<file path="src/rtl/pexc_pkg.sv">
package pexc_pkg;

  typedef enum logic [2:0] {
    CAUSE_NONE    = 3'd0,
    CAUSE_IFETCH  = 3'd1,
    CAUSE_ILLEGAL = 3'd2,
    CAUSE_OVFL    = 3'd3,
    CAUSE_DMEM    = 3'd4,
    CAUSE_IRQ     = 3'd5
  } cause_e;

  // Cause raised by the stage at a given position (0 fetch .. 3 memory).
  function automatic cause_e stage_cause(int unsigned idx);
    case (idx)
      0:       return CAUSE_IFETCH;
      1:       return CAUSE_ILLEGAL;
      2:       return CAUSE_OVFL;
      default: return CAUSE_DMEM;
    endcase
  endfunction

  // First recorded cause is sticky; a new fault only counts on a valid entry.
  function automatic cause_e carry_cause(cause_e held, logic raised,
                                         logic valid, int unsigned idx);
    if (held != CAUSE_NONE) return held;
    if (raised && valid)    return stage_cause(idx);
    return CAUSE_NONE;
  endfunction

endpackage

</file>
<file path="src/rtl/pexc_stage.sv">
module pexc_stage
  import pexc_pkg::*;
#(
  parameter int AW = 32
) (
  input  logic          clk,
  input  logic          rst_n,
  input  logic          hold,
  input  logic          flush,
  input  logic          d_valid,
  input  logic [AW-1:0] d_pc,
  input  cause_e        d_cause,
  output logic          q_valid,
  output logic [AW-1:0] q_pc,
  output cause_e        q_cause
);

  always_ff @(posedge clk) begin
    if (!rst_n) begin
      q_valid <= 1'b0;
      q_pc    <= '0;
      q_cause <= CAUSE_NONE;
    end else if (flush) begin
      q_valid <= 1'b0;
      q_cause <= CAUSE_NONE;
    end else if (!hold) begin
      q_valid <= d_valid;
      q_pc    <= d_pc;
      q_cause <= d_valid ? d_cause : CAUSE_NONE;
    end
  end

endmodule

</file>
<file path="src/rtl/pexc_inject.sv">
module pexc_inject
  import pexc_pkg::*;
#(
  parameter int AW = 32
) (
  input  logic          clk,
  input  logic          rst_n,
  input  logic          irq_i,
  input  logic          stall_i,
  input  logic          trap_i,
  input  logic          fetch_valid_i,
  input  logic [AW-1:0] fetch_pc_i,
  output logic          e_valid,
  output logic [AW-1:0] e_pc,
  output cause_e        e_cause,
  output logic          inject_o
);

  logic pend_q;

  assign inject_o = pend_q && !stall_i && !trap_i;

  always_ff @(posedge clk) begin
    if (!rst_n) pend_q <= 1'b0;
    else        pend_q <= irq_i || (pend_q && !inject_o);
  end

  always_comb begin
    e_pc = fetch_pc_i;
    if (inject_o) begin
      e_valid = 1'b1;
      e_cause = CAUSE_IRQ;
    end else begin
      e_valid = fetch_valid_i;
      e_cause = CAUSE_NONE;
    end
  end

endmodule

</file>
<file path="src/rtl/pexc_commit.sv">
module pexc_commit
  import pexc_pkg::*;
#(
  parameter int          AW         = 32,
  parameter logic [AW-1:0] HANDLER_PC = '0
) (
  input  logic          clk,
  input  logic          rst_n,
  input  logic          stall_i,
  input  logic          m_valid,
  input  logic [AW-1:0] m_pc,
  input  cause_e        m_cause,
  output logic          trap_o,
  output logic [AW-1:0] handler_pc_o,
  output logic [AW-1:0] epc_o,
  output cause_e        cause_o,
  output logic          mem_we_ok_o,
  output logic          wb_en_o,
  output logic [AW-1:0] wb_pc_o
);

  logic clean;

  assign clean        = m_valid && (m_cause == CAUSE_NONE);
  assign trap_o       = m_valid && (m_cause != CAUSE_NONE);
  assign mem_we_ok_o  = clean && !stall_i;
  assign handler_pc_o = HANDLER_PC;

  always_ff @(posedge clk) begin
    if (!rst_n) begin
      epc_o   <= '0;
      cause_o <= CAUSE_NONE;
    end else if (trap_o) begin
      epc_o   <= m_pc;
      cause_o <= m_cause;
    end
  end

  always_ff @(posedge clk) begin
    if (!rst_n) begin
      wb_en_o <= 1'b0;
      wb_pc_o <= '0;
    end else begin
      wb_en_o <= clean && !stall_i;
      if (clean && !stall_i) wb_pc_o <= m_pc;
    end
  end

endmodule

</file>
<file path="src/rtl/pexc_ctrl.sv">
module pexc_ctrl
  import pexc_pkg::*;
#(
  parameter int            AW         = 32,
  parameter logic [AW-1:0] HANDLER_PC = 'h80
) (
  input  logic          clk,
  input  logic          rst_n,
  input  logic          stall_i,
  input  logic          irq_i,
  input  logic          fetch_valid_i,
  input  logic [AW-1:0] fetch_pc_i,
  input  logic          fetch_fault_i,
  input  logic          decode_fault_i,
  input  logic          exec_fault_i,
  input  logic          mem_fault_i,
  output logic [3:0]    stage_valid_o,
  output logic          mem_we_ok_o,
  output logic          wb_en_o,
  output logic [AW-1:0] wb_pc_o,
  output logic          trap_o,
  output logic [AW-1:0] handler_pc_o,
  output logic [AW-1:0] epc_o,
  output logic [2:0]    cause_o
);

  localparam int NSTG = 4;
  localparam int LAST = NSTG - 1;

  logic [NSTG-1:0] flt;
  logic            stg_valid [NSTG];
  logic [AW-1:0]   stg_pc    [NSTG];
  cause_e          stg_cause [NSTG];
  cause_e          exit_cause[NSTG];

  logic          ent_valid;
  logic [AW-1:0] ent_pc;
  cause_e        ent_cause;

  // Named internal events for the checker.
  logic          trap_w;
  logic          inject_w;
  logic [AW-1:0] commit_pc;
  cause_e        commit_cause;
  cause_e        saved_cause;

  assign flt = {mem_fault_i, exec_fault_i, decode_fault_i, fetch_fault_i};

  pexc_inject #(.AW(AW)) u_inject (
    .clk           (clk),
    .rst_n         (rst_n),
    .irq_i         (irq_i),
    .stall_i       (stall_i),
    .trap_i        (trap_w),
    .fetch_valid_i (fetch_valid_i),
    .fetch_pc_i    (fetch_pc_i),
    .e_valid       (ent_valid),
    .e_pc          (ent_pc),
    .e_cause       (ent_cause),
    .inject_o      (inject_w)
  );

  for (genvar i = 0; i < NSTG; i++) begin : g_stage
    logic          dv;
    logic [AW-1:0] dp;
    cause_e        dc;

    if (i == 0) begin : g_head
      assign dv = ent_valid;
      assign dp = ent_pc;
      assign dc = ent_cause;
    end else begin : g_body
      assign dv = stg_valid[i-1];
      assign dp = stg_pc[i-1];
      assign dc = exit_cause[i-1];
    end

    pexc_stage #(.AW(AW)) u_stg (
      .clk     (clk),
      .rst_n   (rst_n),
      .hold    (stall_i),
      .flush   (trap_w),
      .d_valid (dv),
      .d_pc    (dp),
      .d_cause (dc),
      .q_valid (stg_valid[i]),
      .q_pc    (stg_pc[i]),
      .q_cause (stg_cause[i])
    );

    assign exit_cause[i]    = carry_cause(stg_cause[i], flt[i], stg_valid[i], i);
    assign stage_valid_o[i] = stg_valid[i];
  end

  assign commit_pc    = stg_pc[LAST];
  assign commit_cause = exit_cause[LAST];

  pexc_commit #(.AW(AW), .HANDLER_PC(HANDLER_PC)) u_commit (
    .clk          (clk),
    .rst_n        (rst_n),
    .stall_i      (stall_i),
    .m_valid      (stg_valid[LAST]),
    .m_pc         (commit_pc),
    .m_cause      (commit_cause),
    .trap_o       (trap_w),
    .handler_pc_o (handler_pc_o),
    .epc_o        (epc_o),
    .cause_o      (saved_cause),
    .mem_we_ok_o  (mem_we_ok_o),
    .wb_en_o      (wb_en_o),
    .wb_pc_o      (wb_pc_o)
  );

  assign trap_o  = trap_w;
  assign cause_o = saved_cause;

endmodule

</file>
<file path="config.mk">
export PLATFORM = sky130hd
export DESIGN_NAME = pexc_ctrl
export DESIGN_NICKNAME = d
export VERILOG_FILES = /design/src/rtl/pexc_pkg.sv /design/src/rtl/pexc_stage.sv /design/src/rtl/pexc_inject.sv /design/src/rtl/pexc_commit.sv /design/src/rtl/pexc_ctrl.sv
export SDC_FILE = /design/constraint.sdc
export NUM_CORES = 1
export LEC_CHECK = 0
export BUFFER_PORTS_ARGS = -buffer_cell sky130_fd_sc_hd__buf_2
export CAP_MARGIN = 20
export CELL_PAD_IN_SITES_DETAIL_PLACEMENT = 1
export CELL_PAD_IN_SITES_GLOBAL_PLACEMENT = 1
export CORE_UTILIZATION = 30
export DETAILED_ROUTE_END_ITERATION = 10
export PLACE_DENSITY_LB_ADDON = 0.15
export SLEW_MARGIN = 25
export SYNTH_ARGS = -nofsm -noshare
export SYNTH_HDL_FRONTEND = slang
export SYNTH_SLANG_ARGS = --single-unit
</file>
<file path="constraint.sdc">
create_clock -name clk -period 3.45 [get_ports clk]
set_clock_uncertainty 0.2 [all_clocks]
set_input_delay 0.5175 -clock clk [delete_from_list [all_inputs] [get_ports clk]]
set_output_delay 0.5175 -clock clk [all_outputs]
set_load 0.05 [all_outputs]
</file>
==> results.toml, run 1 <==
[status]
outcome = "complete, but fails checks"
violations = "design-rule violations"

[worst_setup_path]
crit_family = "compound AO/OA/AOI/OAI gates"
crit_buf_inv = 2
ff2ff_setup_slack_ns = 1.12
worstPathArrival_ns = 1.76
critPathMaxStageDelay_ns = 0.50
worst_path_max_delay_cell = "o41ai_4"
startpoint = "g_stage[3].u_stg.q_cause[2]$_SDFFE_PP0N_"
crit_type = "flop to output pin"
crit_chain = "o41ai_4 -> clkinv_2 -> buf_2"
critPathMaxFanout = 4
worstPathRequired_ns = 2.73
r2r_cells = 4
worstSetupEndpointType = "output pin"
critPathLaunchType = "flop"
reg2reg_from = "g_stage[3].u_stg.q_cause[2]$_SDFFE_PP0N_"
timing.rr.end = "g_stage[0].u_stg.q_valid$_SDFFE_PP0N_"

[finish]
final_nets = 1033
layout_common_cells = "210 x dfxtp_1, 162 x nand3_1, 143 x o21ai_0"
final-seq-area_um2 = 4200
drive_gt1_share_pct = 16.0
fin_area_um2 = 9340
area_growth_pct = 16.3
final_common_cell = "dfxtp_1"
antennaDiodeCount = 0
fillCellCount = 3105
multi_input_area_um2 = 3230
fin_util_pct = 35.7

[grt]
grt_remaining_overflow = 0
grt_antenna_before_repair = 0
grt_pass1_wl_mm = 34.3
track_usage_pct = 14.8
first_global_vias = 6221
grt_max_degree = 148

[sta]
rsz0062_at_grt = "no"
setup_viol = 0
max_freq_ghz = 0.404
drv_slew = 0
period_share_pct = 71.7
tns_ns = 0
tightest_slew_ns = 0.881
finalHoldViolCount = 0
slew_headroom_pct = 41.3
period_minus_slack_ns = 2.47

[clock_network]
insertion_delay_ns = 0.51
postCtsSetupRepairBufs = 0
cts_sinks = 210
cts_buffers = 25
holdBufCountCts = 0
cts_buffer_depth = 3
cts.repair.resized = 0
clkTransAtPathRegs_ns = 0.06
htreeDepth = 1
root_buffer = "clkbuf_16"
cts_tree = "yes"

[die]
die_x_um = 166
die_h_um = 166
initial_core_util_pct = 30.7
rows = 59
die_area_um2 = 27400
coreArea_um2 = 26100
ios = 147

[drt]
drtPass1Iterations = 7
ant_nets = 0
wl_per_cell_um = 15.6
drc = 28
num_vias = 6503
vias_per_cell = 4.85
wl_mm = 20.9
drt-initial-drc-count = 446

[synth]
synth.distinct_cells = 26
synth_area_leaders = "dfxtp_1 52%, nand3_1 10%, o21ai_0 8.9%, a21oi_1 8.5%, buf_4 4.7%"
syn_inst = 944
syn_avg_cell_area_um2 = 8.51
yosys_warnings = 0
yosys.area.top_type_share_pct = 52.3
synth.largest_area_cell = "dfxtp_1"
synth.yosys.seq_area_share_pct = 52.3
syn_area_um2 = 8030
ys_ff_latch = 210

[place]
portBuffers = 114
gp_congestion = 0.676
place_hpwl_mm = 11.7
place_area_um2 = 8580

[pwr]
powerDensity_nw_per_um2 = 562
power_mw = 5.25
p_leak_nw = 3.40
vdd_drop_max_mv = 0.271

[worst_hold_path]
hold_end = "g_stage[0].u_stg.q_pc[1]$_SDFFE_PN0P_"
hold_path_depth = 3
worstHoldStart = "fetch_pc_i[1]"
min_path_type = "input port to flop"

[flow_run]
max_cap_violations = 0
==> report_power, final <==
group / switching [mW] / internal (mW)
registers: 0.0235 / 2.47
logic: 0.227 / 0.0647
clock network: 0.982 / 1.48
total: 1.23 / 4.02
==> cells by family after synthesis <==
group | share of synthesized area, %
DFF | 52.3
AOI/OAI and AO/OA | 19.9
and+or+nand+nor | 14.6
buffers and inverters | 8.83
muxes | 4.24
other | 0.0935
==> per-stage QoR <==
step / std cells / setup WS (ns) / hold WS [ns]
after global placement: 1300 / 0.948 / 0.243
after global routing: 1342 / 0.897 / 0.0745
after floorplan: 974 / 1.28 / 0.240
after CTS: 1342 / 0.947 / 0.0572
after detailed placement: 1300 / 0.920 / 0.252
final: 1342 / 0.977 / 0.0699
==> area by class of cell <==
class,count,share of cell area [%]
sequential,210,45.0
multi-input combinational,629,34.6
clock buffer,37,7.61
timing repair buffer,122,7.52
tap,335,4.49
clock inverter,5,0.536
inverter,4,0.228
==> worst reg2reg max path: stages (launching register included) <==
cell and delay [ns]:
dfxtp_1 0.36, o41ai_4 0.50, buf_12 0.48, nand2_1 0.45, nor3_1 0.26
==> how the worst max path moves through the flow <==
stage / end / cells after the start
2_1_floorplan: mem_we_ok_o / 5
3_3_place_gp: g_stage[0].u_stg.q_valid$_SDFFE_PP0N_ / 5
3_5_place_dp: g_stage[0].u_stg.q_valid$_SDFFE_PP0N_ / 5
4_1_cts: trap_o / 3
5_1_grt: trap_o / 3
6_report: trap_o / 3
==> per-layer routing <==
layer  GRT usage [%]  up-vias  part of all wire, %
li1                -     3333                    -
met1            24.6     3016                   57
met2            19.0      134                   37
met3            2.60       20                  4.4
met4            3.49        0                  1.4
met5               0        -                    0
==> synthesized netlist by cell type <==
cell type,n
nor3_1,2
nand3_1,162
a32oi_1,1
o21a_1,1
nor2b_1,2
and2_1,1
buf_4,50
clkbuf_1,67
a22oi_1,6
o21ai_0,143
dfxtp_1,210
nor4_1,1
buf_1,2
conb_1,2
nor2_1,13
a21oi_1,136
clkinv_1,1
inv_2,1
o21ai_1,22
mux2i_1,34
o41ai_4,1
or4_1,2
and3_1,1
buf_2,12
nand2_1,69
inv_1,2
==> state kept, by name (all words and copies together), names as in the netlist <==
signal,count
u_commit.wb_pc_o,32
g_stage.u_stg.q_pc,128
u_inject.pend_q,1
g_stage.u_stg.q_cause,9
u_commit.wb_en_o,1
u_commit.epc_o,32
u_commit.cause_o,3
g_stage.u_stg.q_valid,4
Power figures use the tool's default switching activity.
==> run 2, diff against run 1 <==
==> constraint.sdc (replaced) <==
create_clock -name clk -period 2.1 [get_ports clk]
set_clock_uncertainty 0.2 [all_clocks]
set_input_delay 0.315 -clock clk [delete_from_list [all_inputs] [get_ports clk]]
set_output_delay 0.315 -clock clk [all_outputs]
set_load 0.05 [all_outputs]
==> results.toml, run 2 (synthesized netlist as in run 1, its figures left out) <==
[grt]
track_usage_pct = 15.0
grt_pass1_wl_mm = 34.8
grt_antenna_before_repair = 0
grt_remaining_overflow = 0
grt_max_degree = 128
first_global_vias = 6473

[place]
dp.cells = 1312
dp_slack_ns = 0.0674
gp_congestion = 0.705
place_hpwl_mm = 12.7
portBuffers = 114

[drt]
num_vias = 6755
drc = 28
drtPass1Iterations = 7
ant_nets = 0
wl_per_cell_um = 15.2
drt-initial-drc-count = 623
wl_mm = 21.3
vias_per_cell = 4.83

[finish]
fin_util_pct = 38.0
final_nets = 1087
final-seq-area_um2 = 4210
multi_input_area_um2 = 3230
final_common_cell = "dfxtp_1"
antennaDiodeCount = 0
stdcell_count = 1398
largest_reg_flops = 128
regMostFlops = "g_stage.u_stg.q_pc"
fillCellCount = 3091
drive_gt1_share_pct = 16.9
top_regs = "g_stage.u_stg.q_pc: 128 flops, u_commit.epc_o: 32 flops, u_commit.wb_pc_o: 32 flops"
area_growth_pct = 23.8
layout_common_cells = "207 x dfxtp_1, 162 x nand3_1, 143 x o21ai_0"

[worst_setup_path]
worstSetupEndpointType = "output pin"
ff2ff_setup_slack_ns = 0.11
critPathMaxFanout = 4
worst_path_max_delay_cell = "o41ai_4"
critPathMaxStageDelay_ns = 0.39
crit_chain = "o41ai_4 -> clkinv_2 -> buf_6"
worstPathArrival_ns = 1.54
crit_type = "flop to output pin"
worstPathRequired_ns = 1.58
critPathLaunchType = "flop"

[pwr]
powerDensity_nw_per_um2 = 868
power_mw = 8.63
p_leak_nw = 3.68
vdd_drop_max_mv = 0.468

[sta]
timing.final.ws_setup_ns = 0.0462
slew_headroom_pct = 63.9
rsz0062_at_grt = "yes"
finalHoldViolCount = 0
period_minus_slack_ns = 2.05
period_share_pct = 97.8
tns_ns = 0
setup_viol = 0
max_freq_ghz = 0.487
tightest_slew_ns = 0.542
drv_slew = 0

[status]
violations = "design-rule violations"
outcome = "complete, but fails checks"

[clock_network]
htreeDepth = 1
cts_buffer_depth = 3
insertion_delay_ns = 0.50
cts_buffers = 24
root_buffer = "clkbuf_16"
cts_tree = "yes"
cts_sinks = 210
clkTransAtPathRegs_ns = 0.06

[die]
ios = 147
rows = 59
die_area_um2 = 27400
die_x_um = 166
initial_core_util_pct = 30.7
die_h_um = 166
coreArea_um2 = 26100

[worst_hold_path]
min_path_type = "input port to flop"

[flow_run]
max_cap_violations = 0
[run 2: worst max-delay path: cells and delay by family (launching register included)]
| kind | cells | cell delay, ns |
|---|---|---|
| buffers and inverters | 2 | 0.29 |
| AOI/OAI and AO/OA | 1 | 0.39 |
| DFF | 1 | 0.34 |
[run 2: where the power goes]
| group | total, mW | switching [mW] | internal, mW |
|---|---|---|---|
| Combinational | 0.545 | 0.381 | 0.164 |
| Sequential | 4.10 | 0.0398 | 4.06 |
| Clock | 3.99 | 1.60 | 2.39 |
[run 2: final cells by class]
| class | instances | area share [%] |
|---|---|---|
| timing repair buffer | 177 | 13.1 |
| multi-input combinational | 629 | 32.5 |
| tap | 335 | 4.22 |
| clock inverter | 4 | 0.201 |
| inverter | 4 | 0.214 |
| clock buffer | 39 | 7.43 |
| sequential | 210 | 42.3 |
[run 2: repair_timing]
item,CTS,global route
gates resized for setup,7,1
endpoints found under the hold margin,41,0
setup endpoints to repair,2,3
buffers inserted,2,1
pin swaps,2,2
hold buffers,40,0
[run 2: worst paths after layout]
path                                                          startpoint                                  endpoint  depth (start not counted)
worst min register to register         u_commit.wb_pc_o[20]$_SDFFE_PN0P_         u_commit.wb_pc_o[20]$_SDFFE_PN0P_                          2
worst min-delay path                                       fetch_fault_i  g_stage[1].u_stg.q_cause[0]$_SDFFE_PP0N_                          4
worst max register to register  g_stage[3].u_stg.q_cause[2]$_SDFFE_PP0N_     g_stage[3].u_stg.q_pc[7]$_SDFFE_PN0P_                          6
worst max-delay path            g_stage[3].u_stg.q_cause[2]$_SDFFE_PP0N_                                    trap_o                          3
[run 2: metal layers]
layer / up-vias / routed length, um / track usage [%]
met1: 3153 / 11900 / 23.7
met2: 138 / 8230 / 20.6
met3: 17 / 878 / 2.75
li1: 3447 / - / -
met5: - / 0 / 0
met4: 0 / 310 / 3.37
[run 2: through the flow]
step	hold WS, ns	instance area [um2]
2_1_floorplan	0.240	8140
3_5_place_dp	0.252	8740
4_1_cts	0.0101	9930
6_report	0.0218	9940
5_1_grt	0.0533	9940
3_3_place_gp	0.241	8740
